`config.mk`:
```
export PLATFORM = sky130hd
export DESIGN_NAME = ss_insert_sorter
export DESIGN_NICKNAME = d
export VERILOG_FILES = /design/src/rtl/ss_sorter_pkg.sv /design/src/rtl/ss_bit_cmp.sv /design/src/rtl/ss_column.sv /design/src/rtl/ss_insert_sorter.sv
export SDC_FILE = /design/constraint.sdc
export NUM_CORES = 1
export LEC_CHECK = 0
export BUFFER_PORTS_ARGS = -buffer_cell sky130_fd_sc_hd__buf_4
export CORE_AREA = 2 2 112 114
export CTS_BUF_LIST = sky130_fd_sc_hd__clkbuf_8 sky130_fd_sc_hd__clkbuf_16
export DETAILED_ROUTE_END_ITERATION = 8
export DIE_AREA = 0 0 114 116
export MAX_ROUTING_LAYER = met4
export PLACE_DENSITY = 0.73
export RECOVER_POWER = 50
export SLEW_MARGIN = 10
export SYNTH_ARGS = -nofsm -noshare
export SYNTH_HDL_FRONTEND = slang
export SYNTH_SLANG_ARGS = --single-unit
```
`constraint.sdc`:
```
create_clock -name clk -period 10.2 [get_ports clk]
set_input_delay 0.51 -clock clk [delete_from_list [all_inputs] [get_ports clk]]
set_output_delay 0.51 -clock clk [all_outputs]
set_load 0.05 [all_outputs]
```
`src/rtl/ss_sorter_pkg.sv`:
```
package ss_sorter_pkg;

   // Array-wide action chosen once per cycle; the order of checks sets priority.
   typedef enum logic [1:0] {
      ACT_HOLD  = 2'd0,
      ACT_WIPE  = 2'd1,
      ACT_PLACE = 2'd2,
      ACT_SHIFT = 2'd3
   } act_e;

   function automatic act_e pick_action(input logic clr,
                                        input logic ins,
                                        input logic rd,
                                        input logic is_full,
                                        input logic is_empty);
      if (clr)
         return ACT_WIPE;
      else if (ins)
         return is_full ? ACT_HOLD : ACT_PLACE;
      else if (rd)
         return is_empty ? ACT_HOLD : ACT_SHIFT;
      else
         return ACT_HOLD;
   endfunction

endpackage

```
`src/rtl/ss_bit_cmp.sv`:
```
// One bit stage of the column comparator, chained from LSB to MSB.
// Result: resident key is strictly less than the arriving key so far.
module ss_bit_cmp (
   input  logic arr_bit,
   input  logic res_bit,
   input  logic lt_in,
   output logic lt_out
);
   always_comb begin
      if (arr_bit == res_bit)
         lt_out = lt_in;
      else
         lt_out = arr_bit;
   end
endmodule

```
`src/rtl/ss_column.sv`:
```
module ss_column
   import ss_sorter_pkg::*;
#(
   parameter int W = 8
) (
   input  logic         clk,
   input  logic         rst_n,
   input  act_e         act,
   input  logic [W-1:0] arr_key,
   input  logic         arr_vld,
   input  logic [W-1:0] nbr_key,
   input  logic         nbr_vacant,
   output logic [W-1:0] res_key,
   output logic         res_vacant,
   output logic [W-1:0] pass_key,
   output logic         pass_vld
);

   initial begin
      if (W < 1) $error("ss_column: W must be at least 1");
   end

   logic [W:0] lt_chain;
   logic       res_lt;

   // Seed 0: equal keys count as not-less, so the arriving key is kept.
   assign lt_chain[0] = 1'b0;

   for (genvar b = 0; b < W; b++) begin : g_bit
      ss_bit_cmp i_bit (
         .arr_bit (arr_key[b]),
         .res_bit (res_key[b]),
         .lt_in   (lt_chain[b]),
         .lt_out  (lt_chain[b+1])
      );
   end

   assign res_lt = lt_chain[W];

   // A vacant column absorbs the arrival; an occupied one forwards the larger key.
   always_comb begin
      pass_vld = arr_vld && !res_vacant;
      pass_key = res_lt ? arr_key : res_key;
   end

   always_ff @(posedge clk or negedge rst_n) begin
      if (!rst_n) begin
         res_key    <= '0;
         res_vacant <= 1'b1;
      end else begin
         unique case (act)
            ACT_WIPE: begin
               res_vacant <= 1'b1;
            end
            ACT_PLACE: begin
               if (arr_vld) begin
                  if (res_vacant || !res_lt)
                     res_key <= arr_key;
                  res_vacant <= 1'b0;
               end
            end
            ACT_SHIFT: begin
               res_key    <= nbr_key;
               res_vacant <= nbr_vacant;
            end
            default: begin
            end
         endcase
      end
   end

endmodule

```
`src/rtl/ss_insert_sorter.sv`:
```
module ss_insert_sorter
   import ss_sorter_pkg::*;
#(
   parameter int W = 8,
   parameter int N = 8
) (
   input  logic         clk,
   input  logic         rst_n,
   input  logic         clr,
   input  logic         ins_valid,
   input  logic [W-1:0] ins_key,
   input  logic         rd_req,
   output logic         full,
   output logic         empty,
   output logic         out_valid,
   output logic [W-1:0] out_key
);

   localparam int LAST = N - 1;

   initial begin
      if (W < 1) $error("ss_insert_sorter: W must be at least 1");
      if (N < 2) $error("ss_insert_sorter: N must be at least 2");
   end

   act_e         act;
   logic [W-1:0] col_key    [N];
   logic         col_vacant [N];
   logic [W-1:0] link_key   [N+1];
   logic         link_vld   [N+1];
   logic [W-1:0] nbr_key    [N];
   logic         nbr_vacant [N];

   assign link_key[0] = ins_key;
   assign link_vld[0] = 1'b1;

   for (genvar c = 0; c < N; c++) begin : g_col
      if (c == LAST) begin : g_edge
         // Rightmost column refills with the vacant state on a shift.
         assign nbr_key[c]    = '0;
         assign nbr_vacant[c] = 1'b1;
      end else begin : g_inner
         assign nbr_key[c]    = col_key[c+1];
         assign nbr_vacant[c] = col_vacant[c+1];
      end

      ss_column #(.W(W)) i_col (
         .clk        (clk),
         .rst_n      (rst_n),
         .act        (act),
         .arr_key    (link_key[c]),
         .arr_vld    (link_vld[c]),
         .nbr_key    (nbr_key[c]),
         .nbr_vacant (nbr_vacant[c]),
         .res_key    (col_key[c]),
         .res_vacant (col_vacant[c]),
         .pass_key   (link_key[c+1]),
         .pass_vld   (link_vld[c+1])
      );
   end

   // Occupancy fills from the left, so the end columns give the status.
   assign empty     = col_vacant[0];
   assign full      = !col_vacant[LAST];
   assign out_valid = !col_vacant[0];
   assign out_key   = col_key[0];

   assign act = pick_action(clr, ins_valid, rd_req, full, empty);

endmodule

```
==> Word-level counts from Yosys, hierarchy flattened <==
Index checks and enable logic that the tools add are counted.
{ "classes": {"n_mux": 114, "n_reduce_logical": 49, "n_eq_ne": 82} }
{ "ops": {"columns": ["op", "n"], "rows": [
  ["2-to-1 mux 8 bit", 22],
  ["one-hot mux 8 bit (2 select lines)", 8],
  ["2-to-1 mux 1 bit", 71],
  ["equality test 1 bit", 64],
  ["inequality test 2 x 1 -> 1 bit, second input constant", 14],
  ["one-hot mux 1 bit (3 select lines)", 7],
  ["AND reduction 3 bit", 7],
  ["logical NOT 1 bit", 16],
  ["AND reduction 2 bit", 8],
  ["2-to-1 mux 2 bit", 5],
  ["logical OR 1 bit", 8],
  ["logical AND 1 bit", 6],
  ["equality test 2 bit, second input constant", 2],
  ["nonzero test 2 bit", 2],
  ["nonzero test 3 bit", 1],
  ["equality test 2 x 1 -> 1 bit, second input constant", 1],
  ["inequality test 2 bit, second input constant", 1],
  ["one-hot mux 1 bit (2 select lines)", 1],
  ["OR reduction 2 bit", 1]
]} }
{ "totals": {"regBits": 72, "wordCells": 261, "out_inout_bits": 11, "in_bits": 13} }

==> Logic depth before layout (Yosys ltp) <==
{ "logic_depth": {"word_depth": 84, "depth_mapped": 30, "depth_no_buf": 26} }

==> By module <==
From an unflattened synthesis, not the netlist that was laid out.
{ "hier_totals": {"hier_cells": 552, "area_unflattened_um2": 5425.2} }
{ "by_module_without_submodules": {"columns": ["mod", "cells_per_inst", "n_inst", "area_per_inst_um2", "seq_area_each_um2"], "rows": [
  ["ss_column", 44, 8, 571.8, 226.5],
  ["ss_bit_cmp", 3, 64, 12.5, 0.0],
  ["ss_insert_sorter", 8, 1, 50.0, 0.0]
]} }

==> Least setup slack after synthesis <==
Ideal clock, no wire load.
{ "synth_timing": {"path_kind": "input-to-reg", "from": "input port ins_key[7]", "to": "register g_col[6].i_col.res_key[0]", "cell_stages": 26, "setup_slack_ns": 2.778, "setup_time_ns": 0.128, "required_ns": 10.072, "n_path_buf": 2, "t_arrival_ns": 7.295, "path_cell_list": "inv_1 ha_1 a221oi_1 a31oi_4 mux2i_1 o32ai_4 mux2_2 and2_1 o211a_1 buf_2 or3_1 and2_1 clkbuf_1 a22o_1 a21o_1 a21oi_4 mux2i_1 o21ai_2 a211o_1 o31a_1 maj3_2 a211oi_2 a22oi_2 a221o_1 nand3_4 mux2_1"} }
{ "synth_between": {"elab_chain_len": 66, "word_cells_on_any_way": 111, "cone_classes": "eq/ne: 50; mux: 58; reduce/logical: 3"} }
{ "synth_rtl": {"columns": ["element", "line", "rtl"], "rows": [
  ["start, declared", "ss_insert_sorter.sv:11", "input logic [W-1:0] ins_key,"],
  ["equality test 1 bit", "ss_bit_cmp.sv:10", "if (arr_bit == res_bit)"],
  ["2-to-1 mux 1 bit", "ss_bit_cmp.sv:10", null],
  ["2-to-1 mux 8 bit *", "ss_column.sv:43", "pass_key = res_lt ? arr_key : res_key;"],
  ["equality test 1 bit", "ss_bit_cmp.sv:10", null],
  ["2-to-1 mux 1 bit (8 in series)", "ss_bit_cmp.sv:10", null],
  ["2-to-1 mux 8 bit *", "ss_column.sv:43", null],
  ["equality test 1 bit", "ss_bit_cmp.sv:10", null],
  ["2-to-1 mux 1 bit (8 in series)", "ss_bit_cmp.sv:10", null],
  ["[... 22 more ...]", null, null],
  ["2-to-1 mux 1 bit (8 in series)", "ss_bit_cmp.sv:10", null],
  ["2-to-1 mux 8 bit *", "ss_column.sv:43", null],
  ["equality test 1 bit", "ss_bit_cmp.sv:10", null],
  ["2-to-1 mux 1 bit (8 in series)", "ss_bit_cmp.sv:10", null],
  ["logical NOT 1 bit", "ss_column.sv:57", "if (res_vacant || !res_lt)"],
  ["logical OR 1 bit", "ss_column.sv:57", null],
  ["inequality test 2 x 1 -> 1 bit (no line)", null, null],
  ["AND reduction 3 bit (no line)", null, null],
  ["end signal, assigned", "ss_column.sv:58", "res_key <= arr_key;"],
  ["end signal, assigned", "ss_column.sv:63", "res_key <= nbr_key;"],
  ["end, declared", "ss_column.sv:13", "output logic [W-1:0] res_key,"]
]} }
Mark *: on every way between the ends. The rest lies on a longest branch, timed or not. The select of a mux whose other input is x is not followed.
A chain may end at the register's enable or synchronous reset.

==> Worst setup path after layout <==
{ "layout_timing": {"from": "register g_col[0].i_col.res_key[7]", "to": "register g_col[6].i_col.res_key[4]"} }
{ "layout_between": {"elab_chain_len": 66, "word_cells_on_any_way": 111, "cone_classes": "eq/ne: 50; mux: 58; reduce/logical: 3"} }
{ "layout_rtl": {"columns": ["element", "line"], "rows": [
  ["start, declared", "ss_column.sv:13"],
  ["start signal, assigned", "ss_column.sv:58"],
  ["start signal, assigned", "ss_column.sv:63"],
  ["equality test 1 bit", "ss_bit_cmp.sv:10"],
  ["2-to-1 mux 1 bit", "ss_bit_cmp.sv:10"],
  ["2-to-1 mux 8 bit *", "ss_column.sv:43"],
  ["equality test 1 bit", "ss_bit_cmp.sv:10"],
  ["2-to-1 mux 1 bit (8 in series)", "ss_bit_cmp.sv:10"],
  ["2-to-1 mux 8 bit *", "ss_column.sv:43"],
  ["equality test 1 bit", "ss_bit_cmp.sv:10"],
  ["2-to-1 mux 1 bit (8 in series)", "ss_bit_cmp.sv:10"],
  ["[... 22 more ...]", null],
  ["2-to-1 mux 1 bit (8 in series)", "ss_bit_cmp.sv:10"],
  ["2-to-1 mux 8 bit *", "ss_column.sv:43"],
  ["equality test 1 bit", "ss_bit_cmp.sv:10"],
  ["2-to-1 mux 1 bit (8 in series)", "ss_bit_cmp.sv:10"],
  ["logical NOT 1 bit", "ss_column.sv:57"],
  ["logical OR 1 bit", "ss_column.sv:57"],
  ["inequality test 2 x 1 -> 1 bit (no line)", null],
  ["AND reduction 3 bit (no line)", null]
]} }
Marked as above.

==> flow_metrics.py <==
metrics = {
    "clock_network": {
        "clk_pin_slew_worst_paths_ns": 0.06,
        "numCtsBuffers": 9,
        "cts_hold_buf": 0,
        "cts_tree": "yes",
        "cts_resized": 0,
        "clk_path_buf_depth": 2,
        "cts_root_buffer": "clkbuf_16",
        "htreeDepth": 3,
        "clock_latency_ns": 0.35,
        "cts_setup_buffers": 0,
        "clock_sinks": 72,
    },
    "finish": {
        "seqCellArea_um2": 1810,
        "final_nets": 778,
        "multi_input_area_um2": 3810,
        "area.growth.synth_to_final_pct": 7.43,
        "antennaDiodeCount": 0,
        "num-fill-cells": 1128,
        "post_route_cells_drive_above_1_share": 0.114,
    },
    "timing": {
        "fin_crit_sh": 0.809,
        "tns_ns": 0,
        "slew-limit-headroom": -1.64,
        "fin_crit_ns": 8.25,
        "max_clock_freq_ghz": 0.121,
        "setup_viol": 0,
        "tightestPinTransition_ns": 3.96,
        "clock_skew_ns": 0.00908,
        "drv_slew": 73,
        "grt_setup_unrepaired": "no",
        "finalHoldViolations": 0,
    },
    "status": {
        "status": "finished, violations left",
        "violations": "capacitance limit, slew limit",
    },
    "critical_path": {
        "critPathMaxFanout": 18,
        "critPathMostFrequentCell": "mux2i_1",
        "slowest_stage": "o32ai_4",
        "max_stage_delay_ns": 0.72,
        "worstReg2RegStart": "g_col[0].i_col.res_key[7]",
        "end_kind": "flip-flop",
        "r2r_cells": 24,
        "required_ns": 10.43,
        "reg2reg_to": "g_col[6].i_col.res_key[4]",
        "start_kind": "flip-flop",
        "crit_chain": "inv_1, ha_1, a221oi_1, a31oi_4, mux2i_1, o32ai_4, mux2i_1, maj3_2, o211a_1, or3_1, and2_1, a22o_1, a21o_1, a21oi_4, mux2i_1, o21ai_2, a211o_1, o31a_1, maj3_2, a211oi_2, a22oi_2, a221o_1, nand3_4, mux2_1",
        "worstPathArrival_ns": 8.48,
        "worstSetupPathType": "reg2reg",
        "ff2ff_setup_slack_ns": 1.95,
    },
    "worst_hold_path": {
        "worstHoldEndpoint": "g_col[7].i_col.res_vacant",
        "worstHoldPathCells": 3,
        "hold_path_class": "in2reg",
        "min_from": "clr",
    },
    "floorplanning": {
        "ios": 24,
        "start_util": 0.505,
        "dieArea_um2": 13200,
        "die_y_um": 116,
        "die_w_um": 114,
        "rows": 40,
        "coreArea_um2": 11900,
    },
    "yosys": {
        "netlist_area_um2": 6010,
        "syn_inst": 776,
        "postSynth.asyncResetShare": 1.00,
        "synth_common_cells": "nand2_1, o21ai_0, nor2_1",
        "yosys-top-cells-area": "dfrtp_1, o21ai_0, mux2i_1",
        "yosysUniqueCellTypes": 73,
        "synth_warnings": 0,
        "synth_top_area_frac": 0.266,
        "yosysSeqAreaShare": 0.301,
        "ys.flop_type": "dfrtp_1",
        "synth_edf_count": 0,
        "avgSynthCellArea_um2": 7.75,
        "yosysMostFrequentCell": "nand2_1",
        "yosysTopAreaCell": "dfrtp_1",
        "synth-seq-cells": 72,
        "syn_nets": 790,
    },
    "global_routing": {
        "grt_pass1_vias": 5630,
        "grt_max_degree": 78,
        "grt.total_usage": 0.269,
        "antenna_found_initial": 0,
        "grt_overflow_total": 0,
        "grt_first_pass_wirelength_um": 27700,
    },
    "route": {
        "num_vias": 5775,
        "drc_errors": 0,
        "routedWlPerCell_um": 18.0,
        "drt-total-wl_um": 16500,
        "dr.first_iter.drc_count": 446,
        "drtAntennaViolNets": 0,
        "dr.pass1.iters": 5,
        "viasPerCell": 6.30,
    },
    "flow_run": {
        "cap_violations": 1,
    },
    "placed_design": {
        "place.gp.congestion": 0.932,
        "port_buffers": 23,
        "hpwl_um": 11700,
    },
}
critical path, delay by kind of cell, from the launching register on:
| kind | cells | cell delay, ns |
|---|---|---|
| compound gates | 13 | 4.51 |
| fa+ha+maj | 3 | 1.07 |
| buf+inv | 1 | 0.05 |
| flops | 1 | 0.37 |
| mux | 4 | 1.37 |
| simple gates | 3 | 0.75 |
metrics by stage:
stage	instance area, um^2	hold WS, ns	utilization	std cells	setup WS [ns]
final	6460	0.461	0.542	916	1.95
after global routing	6460	0.500	0.542	916	1.33
after CTS	6480	0.352	0.544	916	1.99
after detailed placement	6180	0.490	0.519	900	1.77
after global placement	6180	0.480	0.519	900	2.05
after floorplan	6010	0.214	-	776	2.78
registers in the layout, summed over array words and instances (netlist names):
| register | cells |
|---|---|
| g_col.i_col.res_key | 64 |
| g_col.i_col.res_vacant | 8 |
how the worst max path moves through the flow:
stage	slack, ns	depth (start not counted)	end	start
after floorplan	2.78	26	g_col[6].i_col.res_key[0]	ins_key[7]
after global placement	2.05	25	g_col[6].i_col.res_key[6]	ins_key[7]
after detailed placement	1.77	25	g_col[6].i_col.res_key[4]	ins_key[7]
after CTS	1.99	24	g_col[6].i_col.res_key[4]	g_col[0].i_col.res_key[7]
after global routing	1.33	24	g_col[5].i_col.res_key[6]	g_col[0].i_col.res_key[7]
final	1.95	24	g_col[6].i_col.res_key[4]	g_col[0].i_col.res_key[7]
logic make-up (layout without fill, tap and decap cells):
family	after synthesis	count (layout)	synth area share
fa+ha+maj	19	19	0.0327
flops	72	72	0.301
compound gates	271	271	0.302
simple gates	261	261	0.199
buf+inv	96	89	0.0664
mux	57	57	0.0995
routing by layer:
metal	track usage	part of all wire
met5	-	0
met4	0.104	0.030
met3	0.0591	0.049
met2	0.442	0.49
met1	0.323	0.44
area by class of cell:
| class | instances | area share |
|---|---|---|
| Inverter | 45 | 0.0261 |
| Tap cell | 147 | 0.0285 |
| Clock buffer | 9 | 0.0349 |
| Sequential cell | 72 | 0.280 |
| Timing Repair Buffer | 28 | 0.0291 |
| Clock inverter | 7 | 0.0112 |
| Multi-Input combinational cell | 608 | 0.590 |
cell usage in the layout, fill, tap and decap left out, types with 6 or more instances in the layout:
cell,count
mux2i_1,35
a21oi_1,65
o21ai_0,75
nor2b_1,6
nand2b_1,13
clkbuf_16,9
o21ai_1,7
maj3_1,15
dfrtp_1,64
mux2_1,6
nor2_1,72
a22oi_1,9
o2111ai_1,6
o21a_1,8
a211oi_1,15
and2_1,11
a221oi_1,6
clkbuf_1,6
nand2_1,89
nand3_1,30
mux2_2,16
or2_2,6
nor3_1,15
o211ai_1,10
inv_1,45
dfstp_2,8
o22ai_1,15
buf_4,22
Power is not shown: default switching activity piles up to over one toggle a cycle in this logic, so the estimate is an artifact.
